[src/rtl/tfc_pkg.sv]
package tfc_pkg;

  typedef enum logic {
    INS_NORMAL  = 1'b0,
    INS_BIMODAL = 1'b1
  } ins_mode_e;

  // Change applied to one counter when a miss lands; n_thr threads share the sum.
  function automatic int miss_step(input bit own, input int n_thr);
    return own ? (n_thr - 1) : -1;
  endfunction

  // True when v is representable as a w-bit two's complement value.
  function automatic bit fits_signed(input int v, input int w);
    int lo;
    int hi;
    lo = -(1 <<< (w - 1));
    hi = (1 <<< (w - 1)) - 1;
    return (v >= lo) && (v <= hi);
  endfunction

endpackage

[src/rtl/tfc_tid_decode.sv]
module tfc_tid_decode #(
  parameter int N     = 4,
  parameter int TID_W = 3
) (
  input  logic             valid_i,
  input  logic [TID_W-1:0] tid_i,
  output logic [N-1:0]     onehot_o,
  output logic             hit_o
);

  logic in_range;

  assign in_range = (32'(tid_i) < N);
  assign hit_o    = valid_i && in_range;

  for (genvar g = 0; g < N; g++) begin : g_dec
    assign onehot_o[g] = hit_o && (32'(tid_i) == g);
  end

endmodule

[src/rtl/tfc_ctr_bank.sv]
module tfc_ctr_bank #(
  parameter int N     = 4,
  parameter int CNT_W = 12
) (
  input  logic               clk,
  input  logic               rst_n,
  input  logic               upd_i,
  input  logic [N-1:0]       sel_i,
  output logic [N*CNT_W-1:0] cnt_o,
  output logic               blocked_o,
  output logic               commit_o
);

  logic signed [CNT_W-1:0] cnt_q [N];
  logic signed [CNT_W-1:0] cnt_n [N];
  logic [N-1:0]            ovf;

  for (genvar g = 0; g < N; g++) begin : g_ctr
    logic ovf_g;
    int   sum_v;

    always_comb begin
      sum_v    = int'(cnt_q[g]) + tfc_pkg::miss_step(sel_i[g], N);
      ovf_g    = !tfc_pkg::fits_signed(sum_v, CNT_W);
      cnt_n[g] = sum_v[CNT_W-1:0];
    end

    assign ovf[g] = ovf_g;
    assign cnt_o[g*CNT_W +: CNT_W] = cnt_q[g];

    always_ff @(posedge clk) begin
      if (!rst_n) begin
        cnt_q[g] <= '0;
      end else if (commit_o) begin
        cnt_q[g] <= cnt_n[g];
      end
    end
  end

  assign blocked_o = upd_i && (|ovf);
  assign commit_o  = upd_i && !(|ovf);

endmodule

[src/rtl/tfc_mode_sel.sv]
module tfc_mode_sel #(
  parameter int N     = 4,
  parameter int CNT_W = 12,
  parameter int TID_W = 3
) (
  input  logic [N*CNT_W-1:0] cnt_i,
  input  logic               fill_valid_i,
  input  logic [TID_W-1:0]   fill_tid_i,
  output logic [N-1:0]       fragile_o,
  output tfc_pkg::ins_mode_e mode_o
);

  logic [N-1:0] fill_sel;
  logic         fill_hit;
  logic         fill_fragile;

  for (genvar g = 0; g < N; g++) begin : g_sign
    assign fragile_o[g] = cnt_i[g*CNT_W + CNT_W - 1];
  end

  tfc_tid_decode #(.N(N), .TID_W(TID_W)) fill_dec_i (
    .valid_i  (fill_valid_i),
    .tid_i    (fill_tid_i),
    .onehot_o (fill_sel),
    .hit_o    (fill_hit)
  );

  assign fill_fragile = fill_hit && (|(fill_sel & fragile_o));

  always_comb begin
    if (!fill_valid_i) begin
      mode_o = tfc_pkg::INS_NORMAL;
    end else if (fill_fragile) begin
      mode_o = tfc_pkg::INS_NORMAL;
    end else begin
      mode_o = tfc_pkg::INS_BIMODAL;
    end
  end

endmodule

[src/rtl/thread_ins_classifier.sv]
module thread_ins_classifier #(
  parameter int N     = 4,
  parameter int CNT_W = 12,
  parameter int TID_W = 3
) (
  input  logic             clk,
  input  logic             rst_n,
  input  logic             miss_valid_i,
  input  logic [TID_W-1:0] miss_tid_i,
  input  logic             fill_valid_i,
  input  logic [TID_W-1:0] fill_tid_i,
  output logic [N-1:0]     thread_fragile_o,
  output logic             fill_bimodal_o
);

  logic [N-1:0]       miss_onehot;
  logic               miss_hit;
  logic               miss_commit;
  logic               miss_blocked;
  logic [N*CNT_W-1:0] cnt_flat;
  tfc_pkg::ins_mode_e fill_mode;

  tfc_tid_decode #(.N(N), .TID_W(TID_W)) miss_dec_i (
    .valid_i  (miss_valid_i),
    .tid_i    (miss_tid_i),
    .onehot_o (miss_onehot),
    .hit_o    (miss_hit)
  );

  tfc_ctr_bank #(.N(N), .CNT_W(CNT_W)) bank_i (
    .clk       (clk),
    .rst_n     (rst_n),
    .upd_i     (miss_hit),
    .sel_i     (miss_onehot),
    .cnt_o     (cnt_flat),
    .blocked_o (miss_blocked),
    .commit_o  (miss_commit)
  );

  tfc_mode_sel #(.N(N), .CNT_W(CNT_W), .TID_W(TID_W)) sel_i (
    .cnt_i        (cnt_flat),
    .fill_valid_i (fill_valid_i),
    .fill_tid_i   (fill_tid_i),
    .fragile_o    (thread_fragile_o),
    .mode_o       (fill_mode)
  );

  assign fill_bimodal_o = (fill_mode == tfc_pkg::INS_BIMODAL);

endmodule

[config.mk]
export PLATFORM = sky130hd
export DESIGN_NAME = thread_ins_classifier
export DESIGN_NICKNAME = d
export VERILOG_FILES = /design/src/rtl/tfc_pkg.sv /design/src/rtl/tfc_tid_decode.sv /design/src/rtl/tfc_ctr_bank.sv /design/src/rtl/tfc_mode_sel.sv /design/src/rtl/thread_ins_classifier.sv
export SDC_FILE = /design/constraint.sdc
export NUM_CORES = 1
export LEC_CHECK = 0
export BUFFER_PORTS_ARGS = -buffer_cell sky130_fd_sc_hd__buf_2
export CORE_AREA = 2 2 99 101
export CTS_CLUSTER_SIZE = 10
export DETAILED_ROUTE_END_ITERATION = 8
export DIE_AREA = 0 0 101 103
export PLACE_DENSITY = 0.68
export SYNTH_ARGS = -nofsm -noshare
export SYNTH_HDL_FRONTEND = slang
export SYNTH_SLANG_ARGS = --single-unit
[constraint.sdc]
create_clock -name clk -period 6.4 [get_ports clk]
set_clock_uncertainty 0.1 [all_clocks]
set_input_delay 1.28 -clock clk [delete_from_list [all_inputs] [get_ports clk]]
set_output_delay 1.28 -clock clk [all_outputs]
set_load 0.01 [all_outputs]
Word level (Yosys, flattened, before mapping) --
Memory sizes are Yosys's and may differ from the RTL's. Index checks and enable logic that the tools add are counted.
Storage, ports and cells: input port bits 10, bits in writable memories 48, word-level logic and storage cells 65, memories 1, output and inout bits 5, bits in registers 0
Memories:
- bank_i.cnt_q | words 4, bits a word 12, read ports 4, clocked after memory_dff 0, write ports 4, RTL line tfc_ctr_bank.sv:14 | logic signed [CNT_W-1:0] cnt_q [N];
Cells by class: equal/unequal tests 6, order comparisons 10, add/subtract/negate cells 4, muxes and demuxes 14, reduce and logical (&&, ||, !) cells 25, bitwise operators 5
Operators with widths (number):
- adder 12 x 32 -> 32 bit | 4
- greater-or-equal comparator 32 x 12 -> 1 bit, second input constant | 4
- less-or-equal comparator 32 x 12 -> 1 bit, second input constant | 4
- two-way mux 32 bit | 4
- two-way mux 12 bit | 4
- logical AND 1 bit | 16
- equality test 3 x 2 -> 1 bit, second input constant | 4
- OR reduction 4 bit | 2
- equality test 3 x 1 -> 1 bit, second input constant | 2
- logical NOT 3 bit | 2
- less-than comparator 3 bit, second input constant | 2
- two-way mux 1 bit | 6
- logical NOT 1 bit | 5
- AND 4 bit | 1
- OR 1 bit | 4

Logic depth before layout (Yosys ltp) --
depth after elaboration 15, depth in mapped cells 21, mapped depth without buffers 19

By module --
Synthesis repeated with hierarchy kept, for this count alone.
Second synthesis, totals: cells, all modules 525, area total of the unflattened synthesis 4988.5 um^2
Modules (own cells, without submodules):
- tfc_ctr_bank | sequential area each 1441.4 um^2, cells each 507, instances 1, area an instance 4808.4 um^2
- tfc_tid_decode | sequential area each 0.0 um^2, cells each 5, instances 2, area an instance 60.1 um^2
- tfc_mode_sel | sequential area each 0.0 um^2, cells each 8, instances 1, area an instance 60.1 um^2

Worst setup path after synthesis --
Ideal clock, no wire load.
kind input-to-reg, start input miss_valid_i, end memory bank_i.cnt_q[0][0], enable pin, setup time 0.407 ns, data arrival time 6.335 ns, buffers on the path 0, required time 5.893 ns, stages on the path 18, setup slack -0.442 ns, path through nor2b_1 nand2_1 or2_2 ha_1 and3_1 a221o_1 or2_2 a21oi_1 inv_1 fa_1 or4b_1 nor4b_1 o21ai_1 nand2_1 a311oi_1 a211oi_2 nand3_1 nand2_1
RTL lines:
- from (decl) | RTL line thread_ins_classifier.sv:8 | input logic miss_valid_i,
- to (decl) | RTL line tfc_ctr_bank.sv:14

==> run metrics <==
status completed; Largest register FFs 48; die width 101 um; final std cells w/o fill 609; Die Y 103 um; Layout area overhead 8.80%; gr usage total 0.182; antenna viol nets, final 0; Finish-stage setup viols 0; warnings from Yosys 0; final core occ 0.527; Max Clk Rate 166 MHz; critical-path maximum fanout 11; Mapped Avg Cell Area 9.85 sq um; DRC viols 0; CTS sink cnt 48; worst hold stages 1; Setup CP Type primary input to flip-flop; grt ovf 0; unrepaired setup endpoints after global routing false; Ports 15; detailed placement HPWL 6.98 mm; Post-Syn Area 4580 sq um; Comb pwr share 0.285; Top FF cell, synth edfxtp_1; Async SR Flop Fraction 0; final hold vios 0; Post-synth top cells nor2_1, ha_1, edfxtp_1; sw frac 0.309; met1 usage 0.251; Yosys cell types 57; GPL Wtd Cong 0.889; Layout Nets 574; vias in the first global route 3,332; drt initial violations 192; placed cells 601; Worst setup EP type flip-flop; post-CTS setup buffers 0; max-cap viol count 0; core area 9460 sq um; power per cell area 155 nW/um^2; busiest metal layer after global routing met2; Fin Hold WS 490 ps; First-pass DRT Iterations 4; largest net degree at the start of global routing 28; CP Launch Type primary input; initial antenna violation count 0; NetSw 238 uW; Port Buffers 14; Syn Nets 545; Data required, critical path 6310 ps; minimum clock period 6010 ps; met3 Use GR 0.0258; Reg power frac 0.469; routed len/inst 14.5 um; ranking of synthesized cells by area edfxtp_1, ha_1, fa_1, nor2_1, a21oi_1; latest clock arrival within the worst-skew pair 310 ps; met2 Resource Use GR 0.310; Final Instance Area 4980 sq um; routed vias 3,451; number of synthesized flops with an enable pin 48; placed inst area 4880 sq um; Clk pin slew, worst setup/hold paths 90 ps; sequential area share after synthesis 0.315; Crit path arrival time 5920 ps; worst setup margin 389 ps; share of the synthesized area in the top cell type 0.315; Power Total 770 uW; final antenna diode count 0; final period utilization 0.939; reg2reg setup slack 1680 ps; Clock Path Buffers 2; final WL 8.84 mm; vias per cell 5.67; static leakage 2.04 nW; TritonCTS clock tree yes; first-pass GRT wire length 15.2 mm; htree depth 2; cells on worst reg2reg path 17; Pint 532 uW; leading area contributor after synthesis edfxtp_1; share of cells above drive strength 1 0.103; Least-Margin Pin Slew 618 ps; post-synthesis instance total 465; Top Registers bank_i.cnt_q (48); pre-CTS WS -44.3 ps; DIE AREA 10,400 sq um; initial core utilization 0.484; clock tree root buffer cell clkbuf_8; fin. max-slew vios 0; Rel. slew slack 0.588; FP Rows 36; FF+latch count, synth 48; clock share of power 0.246; Biggest register bank_i.cnt_q; CTS Buf Count 5; most frequent cell after synthesis nor2_1; Max IR drop VDD 0.0837 mV; setup TNS 0 ps; worst min-delay path class flip-flop to flip-flop
-- critical path: stages --
cell	delay, ps
buf_2	80
nor2b_1	150
buf_4	140
nand2_1	40
or2_2	380
ha_1	350
o21a_1	140
o211ai_2	170
a31oi_1	190
a221o_1	460
a21oi_1	270
inv_1	90
fa_1	500
nor4bb_1	270
and4_1	260
nand2_1	60
a2111o_1	340
o211ai_1	190
nand3_1	190
nand2_4	150
buf_4	210
-- layout by cell type, fill, tap and decap left out, types with 3 or more instances in the layout --
cell type / instances
nand2b_1: 13
nor2b_1: 10
clkbuf_8: 5
buf_2: 14
fa_1: 20
or2_2: 4
ha_1: 50
inv_1: 32
nand4_1: 4
nand2_1: 18
a21oi_1: 34
nor4b_1: 5
o21a_1: 8
o211ai_1: 10
buf_4: 16
a21o_1: 20
and4_1: 5
xnor2_1: 17
xor2_1: 10
a31oi_1: 5
nand3_1: 8
o21ai_0: 19
and3_1: 3
nand4b_1: 4
nor3_1: 11
o2111ai_1: 4
nor2_1: 52
edfxtp_1: 48
-- power by group through the flow --
stage	logic (mW)	clock network, mW	registers, mW
global placement	0.211	0	0.368
detailed placement	0.217	0	0.368
global route	0.249	0.205	0.363
finish	0.219	0.190	0.361
floorplan	0.167	0	0.366
CTS	0.219	0.193	0.361
-- timing repair --
action / CTS / global route
endpoints found under the setup margin: 0 / 54
resized for setup: 0 / 1
hold endpoints to repair: 0 / 0
hold buffers: 0 / 0
-- layer usage --
metal,share of wire,vias up
met5,0,-
met4,0.0066,0
met3,0.025,4
met2,0.48,48
met1,0.49,1624
li1,-,1775
-- cell families after synthesis --
| family | Yosys count | share of synthesized area |
|---|---|---|
| xor gates and xnor gates | 27 | 0.0516 |
| adders and majority gates | 70 | 0.224 |
| AOI/OAI and AO/OA | 121 | 0.177 |
| and+or+nand+nor | 155 | 0.183 |
| DFF | 48 | 0.315 |
| buffers and inverters | 42 | 0.0429 |
| muxes | 2 | 0.00710 |
-- cell type report --
type	count	area (sq um)
Fill cell	857	4480
Multi-Input combinational cell	375	2960
Sequential cell	48	1440
Timing Repair Buffer	32	230
Tap cell	114	143
Inverter	32	120
Clock buffer	5	68.8
Clock inverter	3	23.8
-- final timing paths --
check                                        start                  to
worst max-delay path                  miss_valid_i  bank_i.cnt_q[1][3]
worst min register to register  bank_i.cnt_q[3][0]  bank_i.cnt_q[3][0]
worst max register to register  bank_i.cnt_q[2][4]  bank_i.cnt_q[1][3]
worst min-delay path            bank_i.cnt_q[3][0]  bank_i.cnt_q[3][0]
No activity file was read; power rests on OpenSTA's default activity.
